--- src/rtl/fpk_pkg.sv ---
package fpk_pkg;

  // Outcome chosen by the classifier, listed by priority.
  typedef enum logic [2:0] {
    CLS_PASS  = 3'd0,
    CLS_INF   = 3'd1,
    CLS_UNDER = 3'd2,
    CLS_ZERO  = 3'd3,
    CLS_NORM  = 3'd4
  } pk_class_e;

endpackage

--- src/rtl/fpk_round.sv ---
module fpk_round #(
  parameter int MANT_W = 32,
  parameter int FW     = 23
) (
  input  logic [MANT_W-1:0] mant_i,
  input  logic              sticky_i,
  output logic              rnd_o
);
  // Lowest mantissa bit kept in the fraction, and the bit just below it.
  localparam int KEEP_LSB = MANT_W - 1 - FW;
  localparam int HALF_BIT = KEEP_LSB - 1;

  logic below_half;

  always_comb begin
    below_half = |mant_i[HALF_BIT-1:0];
    rnd_o      = mant_i[HALF_BIT] & (mant_i[KEEP_LSB] | below_half | sticky_i);
  end

endmodule

--- src/rtl/fpk_classify.sv ---
module fpk_classify
  import fpk_pkg::*;
#(
  parameter int MANT_W      = 32,
  parameter int EXP_W       = 32,
  parameter int SPECIAL_EXP = 255,
  parameter int OVF_LIM     = 127,
  parameter int UNF_LIM     = -128
) (
  input  logic [MANT_W-1:0] mant_i,
  input  logic [EXP_W-1:0]  exp_i,
  output pk_class_e         cls_o
);
  localparam logic signed [EXP_W-1:0] SPECIAL_S = EXP_W'(SPECIAL_EXP);
  localparam logic signed [EXP_W-1:0] OVF_S     = EXP_W'(OVF_LIM);
  localparam logic signed [EXP_W-1:0] UNF_S     = EXP_W'(UNF_LIM);

  logic                    lead;
  logic signed [EXP_W-1:0] exp_s;

  always_comb begin
    lead  = mant_i[MANT_W-1];
    exp_s = $signed(exp_i);
    if (!lead && (exp_s == SPECIAL_S))
      cls_o = CLS_PASS;
    else if (lead && (exp_s >= OVF_S))
      cls_o = CLS_INF;
    else if (lead && (exp_s <= UNF_S))
      cls_o = CLS_UNDER;
    else if (mant_i == '0)
      cls_o = CLS_ZERO;
    else
      cls_o = CLS_NORM;
  end

endmodule

--- src/rtl/fpk_assemble.sv ---
module fpk_assemble
  import fpk_pkg::*;
#(
  parameter int MANT_W = 32,
  parameter int EW     = 8,
  parameter int FW     = 23,
  parameter int BIAS   = 128
) (
  input  logic [MANT_W-1:0] mant_i,
  input  logic [EW-1:0]     exp_lo_i,
  input  logic              rnd_i,
  input  logic              sign_i,
  input  pk_class_e         cls_i,
  output logic [EW+FW:0]    word_o
);
  localparam int FIELD_W = EW + FW;

  logic [EW-1:0]      biased;
  logic [FW-1:0]      frac_raw;
  logic [FIELD_W-1:0] joined;
  logic [FIELD_W-1:0] body;

  always_comb begin
    frac_raw = mant_i[MANT_W-2 -: FW];
    biased   = mant_i[MANT_W-1] ? (exp_lo_i + EW'(BIAS)) : '0;
    joined   = {biased, frac_raw} + FIELD_W'(rnd_i);
    unique case (cls_i)
      CLS_PASS:  body = {{EW{1'b1}}, frac_raw};
      CLS_INF:   body = {{EW{1'b1}}, {FW{1'b0}}};
      CLS_UNDER: body = '0;
      CLS_ZERO:  body = '0;
      default:   body = joined;
    endcase
    word_o = {sign_i, body};
  end

endmodule

--- src/rtl/fpk_packer.sv ---
module fpk_packer
  import fpk_pkg::*;
#(
  parameter int MANT_W      = 32,
  parameter int EXP_W       = 32,
  parameter int EW          = 8,
  parameter int FW          = 23,
  parameter int BIAS        = 128,
  parameter int SPECIAL_EXP = 255,
  parameter int OVF_LIM     = 127,
  parameter int UNF_LIM     = -128
) (
  input  logic              clk,
  input  logic              rst,
  input  logic [MANT_W-1:0] mant_i,
  input  logic [EXP_W-1:0]  exp_i,
  input  logic              sticky_i,
  input  logic [MANT_W-1:0] sign_src_i,
  output logic [EW+FW:0]    word_o
);
  localparam int OUT_W    = EW + FW + 1;
  localparam int KEEP_LSB = MANT_W - 1 - FW;

  pk_class_e         cls;
  logic              rnd;
  logic [OUT_W-1:0]  word_d;
  logic [OUT_W-1:0]  word_q;
  logic              unused_sign_bits;

  assign unused_sign_bits = ^sign_src_i[MANT_W-2:0];

  fpk_round #(.MANT_W(MANT_W), .FW(FW)) u_round (
    .mant_i   (mant_i),
    .sticky_i (sticky_i),
    .rnd_o    (rnd)
  );

  fpk_classify #(
    .MANT_W(MANT_W), .EXP_W(EXP_W), .SPECIAL_EXP(SPECIAL_EXP),
    .OVF_LIM(OVF_LIM), .UNF_LIM(UNF_LIM)
  ) u_classify (
    .mant_i (mant_i),
    .exp_i  (exp_i),
    .cls_o  (cls)
  );

  fpk_assemble #(.MANT_W(MANT_W), .EW(EW), .FW(FW), .BIAS(BIAS)) u_assemble (
    .mant_i   (mant_i),
    .exp_lo_i (exp_i[EW-1:0]),
    .rnd_i    (rnd),
    .sign_i   (sign_src_i[MANT_W-1]),
    .cls_i    (cls),
    .word_o   (word_d)
  );

  always_ff @(posedge clk) begin
    if (rst) word_q <= '0;
    else     word_q <= word_d;
  end

  assign word_o = word_q;

  // Checks on the registered result against the inputs one edge earlier.
  logic signed [EXP_W-1:0] exp_s;
  assign exp_s = $signed(exp_i);


  a_r8_sign_copy: assert property (@(posedge clk) disable iff (rst)
    1'b1 |=> word_o[OUT_W-1] == $past(sign_src_i[MANT_W-1]));


  a_r2_pass_through: assert property (@(posedge clk) disable iff (rst)
    (!mant_i[MANT_W-1] && exp_s == EXP_W'(SPECIAL_EXP))
    |=> word_o[OUT_W-2:0] == {{EW{1'b1}}, $past(mant_i[MANT_W-2 -: FW])});


  a_r3_saturate_inf: assert property (@(posedge clk) disable iff (rst)
    (mant_i[MANT_W-1] && exp_s >= EXP_W'(OVF_LIM))
    |=> word_o[OUT_W-2:0] == {{EW{1'b1}}, {FW{1'b0}}});


  a_r4_flush_zero: assert property (@(posedge clk) disable iff (rst)
    (mant_i[MANT_W-1] && exp_s <= EXP_W'(UNF_LIM))
    |=> word_o[OUT_W-2:0] == '0);


  a_r5_empty_mantissa: assert property (@(posedge clk) disable iff (rst)
    (mant_i == '0 && exp_s != EXP_W'(SPECIAL_EXP))
    |=> word_o[OUT_W-2:0] == '0);

  // with the half bit clear, a normal result keeps the fraction unchanged.
  a_r1_no_round_below_half: assert property (@(posedge clk) disable iff (rst)
    (mant_i[MANT_W-1] && exp_s < EXP_W'(OVF_LIM) && exp_s > EXP_W'(UNF_LIM)
     && !mant_i[KEEP_LSB-1])
    |=> word_o[FW-1:0] == $past(mant_i[MANT_W-2 -: FW]));

endmodule

--- config.mk ---
export PLATFORM = sky130hd
export DESIGN_NAME = fpk_packer
export DESIGN_NICKNAME = d
export VERILOG_FILES = /design/src/rtl/fpk_pkg.sv /design/src/rtl/fpk_round.sv /design/src/rtl/fpk_classify.sv /design/src/rtl/fpk_assemble.sv /design/src/rtl/fpk_packer.sv
export SDC_FILE = /design/constraint.sdc
export NUM_CORES = 1
export LEC_CHECK = 0
export ABC_CLOCK_PERIOD_IN_PS = 5250
export BUFFER_PORTS_ARGS = -buffer_cell sky130_fd_sc_hd__buf_2
export CAP_MARGIN = 10
export CORE_MARGIN = 5
export CORE_UTILIZATION = 27
export CTS_CLUSTER_SIZE = 24
export DETAILED_ROUTE_END_ITERATION = 12
export MAX_ROUTING_LAYER = met4
export PLACE_DENSITY = 0.61
export SYNTH_ARGS = -nofsm -noshare
export SYNTH_HDL_FRONTEND = slang
export SYNTH_SLANG_ARGS = --single-unit
--- constraint.sdc ---
create_clock -name clk -period 5.25 [get_ports clk]
set_input_delay 1.05 -clock clk [delete_from_list [all_inputs] [get_ports clk]]
set_output_delay 1.05 -clock clk [all_outputs]
set_load 0.01 [all_outputs]
* Word-level counts from Yosys, hierarchy flattened
Index checks and enable logic that the tools add are counted.
Word-level totals: logic and storage cells 26, output and inout bits 32, bits in registers 32, input port bits 99
Cells by class: bitwise operators 3, reductions and logical operators 8, add/subtract/negate cells 2, mux-type cells 6, equal/unequal tests 4, $lt $le $gt $ge 2
Operator list (count):
- 31-bit one-hot mux with 3 select lines | 1
- 32-bit by 9-bit equality test with 1-bit output (second input constant) | 1
- 32-bit by 8-bit greater-or-equal comparator with 1-bit output (second input constant) | 1
- 32-bit by 8-bit less-or-equal comparator with 1-bit output (second input constant) | 1
- 32-bit zero test | 1
- 31-bit by 1-bit adder with 31-bit output | 1
- 3-bit 2-to-1 mux | 4
- 8-bit adder (second input constant) | 1
- 8-bit 2-to-1 mux | 1
- 7-bit OR reduction | 1
- 3-bit by 2-bit equality test with 1-bit output (second input constant) | 2
- 3-bit by 1-bit equality test with 1-bit output (second input constant) | 1
- 1-bit logical AND | 3
- 3-bit zero test | 1
- 1-bit OR | 2
- 2-bit OR reduction | 1
- 1-bit AND | 1
- 1-bit zero test | 1

* Logic depth before layout (Yosys ltp)
depth in word-level cells 8, mapped depth 9, depth with buffers taken out 8

* Modules after synthesis
Synthesis repeated with hierarchy kept, for this count alone.
Second synthesis, totals: cell total of the unflattened synthesis 282, area, all modules 2168.3 um2
Modules (own cells, without submodules):
- fpk_assemble | times used 1, area each 984.7 um2, cells an instance 164, seq. area each 0.0 um2
- fpk_packer | times used 1, area each 863.3 um2, cells an instance 67, seq. area each 640.6 um2
- fpk_classify | times used 1, area each 295.3 um2, cells an instance 46, seq. area each 0.0 um2
- fpk_round | times used 1, area each 25.0 um2, cells an instance 5, seq. area each 0.0 um2

* Least setup slack after synthesis
OpenSTA, ideal clock, no wires.
path type input-to-reg, from input port mant_i[22], to register word_q[29], in the netlist word_o[29], setup slack 2.454 ns, buffers on the path 3, stages on the path 9, arrival 2.664 ns, data required time 5.118 ns, library setup time 0.132 ns, cell sequence clkbuf_2 > and4_1 > buf_2 > nand2_1 > or4_1 > buf_2 > o31a_1 > o211ai_1 > a21oi_1
Between the ends: longest elaborated chain between the ends 8, elaborated cells between the ends (all ways) 12, classes of those cells add/sub: 1; eq/ne: 3; mux: 5; reduce/logical: 3
RTL lines:
- from (decl) | RTL line fpk_packer.sv:15 | input logic [MANT_W-1:0] mant_i,
- 32-bit zero test | RTL line fpk_classify.sv:30 | else if (mant_i == '0)
- 3-bit 2-to-1 mux | RTL line fpk_classify.sv:30
- 3-bit 2-to-1 mux | RTL line fpk_classify.sv:28 | else if (lead && (exp_s <= UNF_S))
- 3-bit 2-to-1 mux | RTL line fpk_classify.sv:26 | else if (lead && (exp_s >= OVF_S))
- 3-bit 2-to-1 mux | RTL line fpk_classify.sv:24 | if (!lead && (exp_s == SPECIAL_S))
- 3-bit by 2-bit equality test with 1-bit output | RTL line fpk_assemble.sv:27 | unique case (cls_i)
- 2-bit OR reduction (no line)
- 31-bit one-hot mux with 3 select lines * | RTL line fpk_assemble.sv:27
- to (signal assigned) | RTL line fpk_packer.sv:58 | else word_q <= word_d;
- to (decl) | RTL line fpk_packer.sv:27 | logic [OUT_W-1:0] word_q;
Every way passes the cells marked *; elsewhere a longest branch is shown, timed or not. A chain may end at the register's enable or synchronous reset.

* Worst setup path in the final report
from input port exp_i[12], to register word_q[17], in the netlist word_o[17]
Between the ends: longest elaborated chain between the ends 8, elaborated cells between the ends (all ways) 15, classes of those cells order compare: 2; eq/ne: 4; mux: 4; reduce/logical: 5
RTL lines:
- from (decl) | RTL line fpk_packer.sv:16 | input logic [EXP_W-1:0] exp_i,
- 32-bit by 8-bit less-or-equal comparator with 1-bit output | RTL line fpk_classify.sv:28
- 1-bit logical AND | RTL line fpk_classify.sv:28
- 3-bit 2-to-1 mux | RTL line fpk_classify.sv:28
- 3-bit 2-to-1 mux | RTL line fpk_classify.sv:26
- 3-bit 2-to-1 mux * | RTL line fpk_classify.sv:24
- 3-bit by 2-bit equality test with 1-bit output | RTL line fpk_assemble.sv:27
- 2-bit OR reduction (no line)
- 31-bit one-hot mux with 3 select lines * | RTL line fpk_assemble.sv:27
Marks and branches as above.

==> flow_summary.json <==
{
  "setup_viol": 0,
  "crit_slowest_cell": "a2bb2oi_2",
  "global_route.usage.total_pct": 15.2,
  "post_route_cells_drive_above_1_share_pct": 33.2,
  "routedWlPerCell_um": 14.7,
  "cts_repair_resize_count": 0,
  "io_pins": 131,
  "top_post_synthesis_cells_by_count": "nand2_1 (36), dfxtp_1 (32), nand3_1 (24), nand4_1 (24), nor4_1 (20)",
  "run_status": "finished, final reports clean",
  "detailed_place.area_um2": 2560,
  "cp_top_family": "compound AO/OA/AOI/OAI gates",
  "cell_area_after_synthesis_um2": 1970,
  "max_freq_ghz": 0.280,
  "synth_enable_flop_cells": 0,
  "ir_drop_mv": 0.0819,
  "layout-area-overhead-vs-synth_pct": 34.6,
  "synth.largest_area_cell": "dfxtp_1",
  "max_cap_violations": 0,
  "crit_arrival_ns": 3.73,
  "critPathRequiredTime_ns": 5.40,
  "postSynthNetCount": 355,
  "post_synth_main_area_contributors": "dfxtp_1 (32%), nand4_1 (7.6%), nand2_1 (6.9%)",
  "net_count_of_the_finished_layout": 451,
  "cp_num_buf_inv": 1,
  "top_layer_used": "met4",
  "detailroute.via_count": 2425,
  "timing_worst_slew_pin_value_ns": 1.12,
  "tns_ns": 0,
  "core.rowCount": 31,
  "met3RoutedLength_um": 539,
  "post-route-drc-count": 0,
  "antenna_violating_nets_post_route": 0,
  "worstSetupEndpointType": "flip-flop",
  "clock_sink_count": 32,
  "num-fill-cells": 774,
  "dieArea_um2": 9110,
  "dieWidth_um": 95.5,
  "relSlewSlack_pct": 25.0,
  "clock_tree.buffer_depth": 2,
  "final_area_um2": 2660,
  "grt_max_degree": 29,
  "hold_violation_total_from_the_final_report": 0,
  "antennaDiodeCount": 0,
  "power.static_leakage_nw": 1.06,
  "cts_hold_repair.buffers": 0,
  "grt_setup_unrepaired": "false",
  "path_class": "input pin to flip-flop",
  "sequentialPowerShare_pct": 45.0,
  "internal-power_mw": 0.412,
  "net_switching_power_of_the_design_mw": 0.166,
  "synth_top_area_share_pct": 32.5,
  "antenna_found_initial": 0,
  "power_per_standard_cell_area_nw_per_um2": 218,
  "area_taken_by_multi_input_logic_gates_um2": 1260,
  "crit_path_max_incr_delay_ns": 0.87,
  "tritoncts.num_buffers": 5,
  "worst_setup_path_start_kind": "input pin",
  "final.period_utilization_pct": 68.1,
  "viasPerCell": 5.38,
  "dp_hpwl_mm": 5.10,
  "routed_length_on_met2_mm": 2.99,
  "post-route-min-period_ns": 3.58,
  "timing_max_transition_violations_final": 0,
  "cts.htree.levels": 2,
  "regArea_um2": 641,
  "initial_utilization_pct": 27.5,
  "synthCells": 255,
  "io_buffer_count": 99,
  "crit_fanout": 23,
  "die_y_um": 95.5,
  "postSynth.asyncResetShare_pct": 0,
  "tritoncts": "done",
  "cts_setup_buffers": 0,
  "grt_pass1_vias": 2248,
  "pwr-share-clk_pct": 34.2,
  "totalWireLength_mm": 6.65,
  "synth_seq_cells": 32,
  "clk_root_buffer_cell": "clkbuf_8",
  "max_reg_flops": 32,
  "post_synth.cell_area_avg_um2": 7.73,
  "critical_path.cell_chain": "buf_2, nor4_1, nand4_1, nor3b_1, a2bb2oi_2, nand2_2, o41ai_1",
  "synth-seq-area-share_pct": 32.5,
  "global_route_wire_length_before_repair_mm": 10.7,
  "synthDistinctLibCells": 44,
  "whs_ns": 0.983,
  "synth_ff_type": "dfxtp_1",
  "first_pass_iters": 5,
  "power.switching_fraction_pct": 28.7,
  "synth.yosys.warnings": 0,
  "met1_layer_wirelength_in_the_final_routing_mm": 3.02,
  "coreArea_um2": 7180,
  "hold_path.class": "input pin to flip-flop",
  "comb_power_share_pct": 20.8,
  "routabilityCongestion": 0.809,
  "grt.overflow.total": 0,
  "yosysMostFrequentCell": "nand2_1",
  "drt_first_iter_violations": 118,
  "clkTransAtPathRegs_ns": 0.06
}
## routing by layer
layer	global-route usage, %	vias up
met5	-	-
met4	4.38	0
met3	2.60	13
met2	23.6	111
met1	20.3	1103
li1	-	1198
## area by class of cell
| class | instances | area share (%) |
|---|---|---|
| clock buffer | 8 | 3.39 |
| inverter | 6 | 0.848 |
| multi-input combinational | 204 | 47.5 |
| sequential | 32 | 24.1 |
| tap | 99 | 4.67 |
| timing repair buffer | 102 | 19.5 |
## stage by stage
step           total power, mW  instances  util [%]  setup WS [ns]
3_5_place_dp             0.386        443      35.7           1.39
3_3_place_gp             0.384        443      35.7           1.54
4_1_cts                  0.585        451      37.0           1.70
5_1_grt                  0.612        451      37.0           1.37
2_1_floorplan            0.318        255         -           2.45
6_report                 0.578        451      37.0           1.67
## worst paths after layout
path                          to  cells after the start           start  slack (ns)
worst max-delay path  word_o[17]                      7       exp_i[12]        1.67
worst min-delay path  word_o[31]                      2  sign_src_i[31]        0.98
## logic make-up after synthesis
| kind of cell | Yosys count | share of synthesized area, % |
|---|---|---|
| adders and majority gates | 1 | 0.634 |
| AOI/OAI and AO/OA | 51 | 19.3 |
| buffers and inverters | 19 | 3.93 |
| and+or+nand+nor | 147 | 41.4 |
| xor gates and xnor gates | 5 | 2.22 |
| DFF | 32 | 32.5 |
## power by group through the flow
stage               Sequential (mW)  Combinational, mW  Clock, mW
floorplan                     0.274             0.0442          0
global placement              0.266              0.118          0
detailed placement            0.266              0.120          0
CTS                           0.260              0.121      0.204
global route                  0.261              0.133      0.217
finish                        0.260              0.120      0.197
## placed cells by master (no fill, tap or decap), drive strengths merged, types with 8 or more instances in the layout
cell type    n
nor3         8
nor4        20
o311ai      12
a21oi        9
nand3       24
buf        102
clkbuf       8
nand4       25
nand2       37
dfxtp       32
Power figures use the tool's default switching activity.
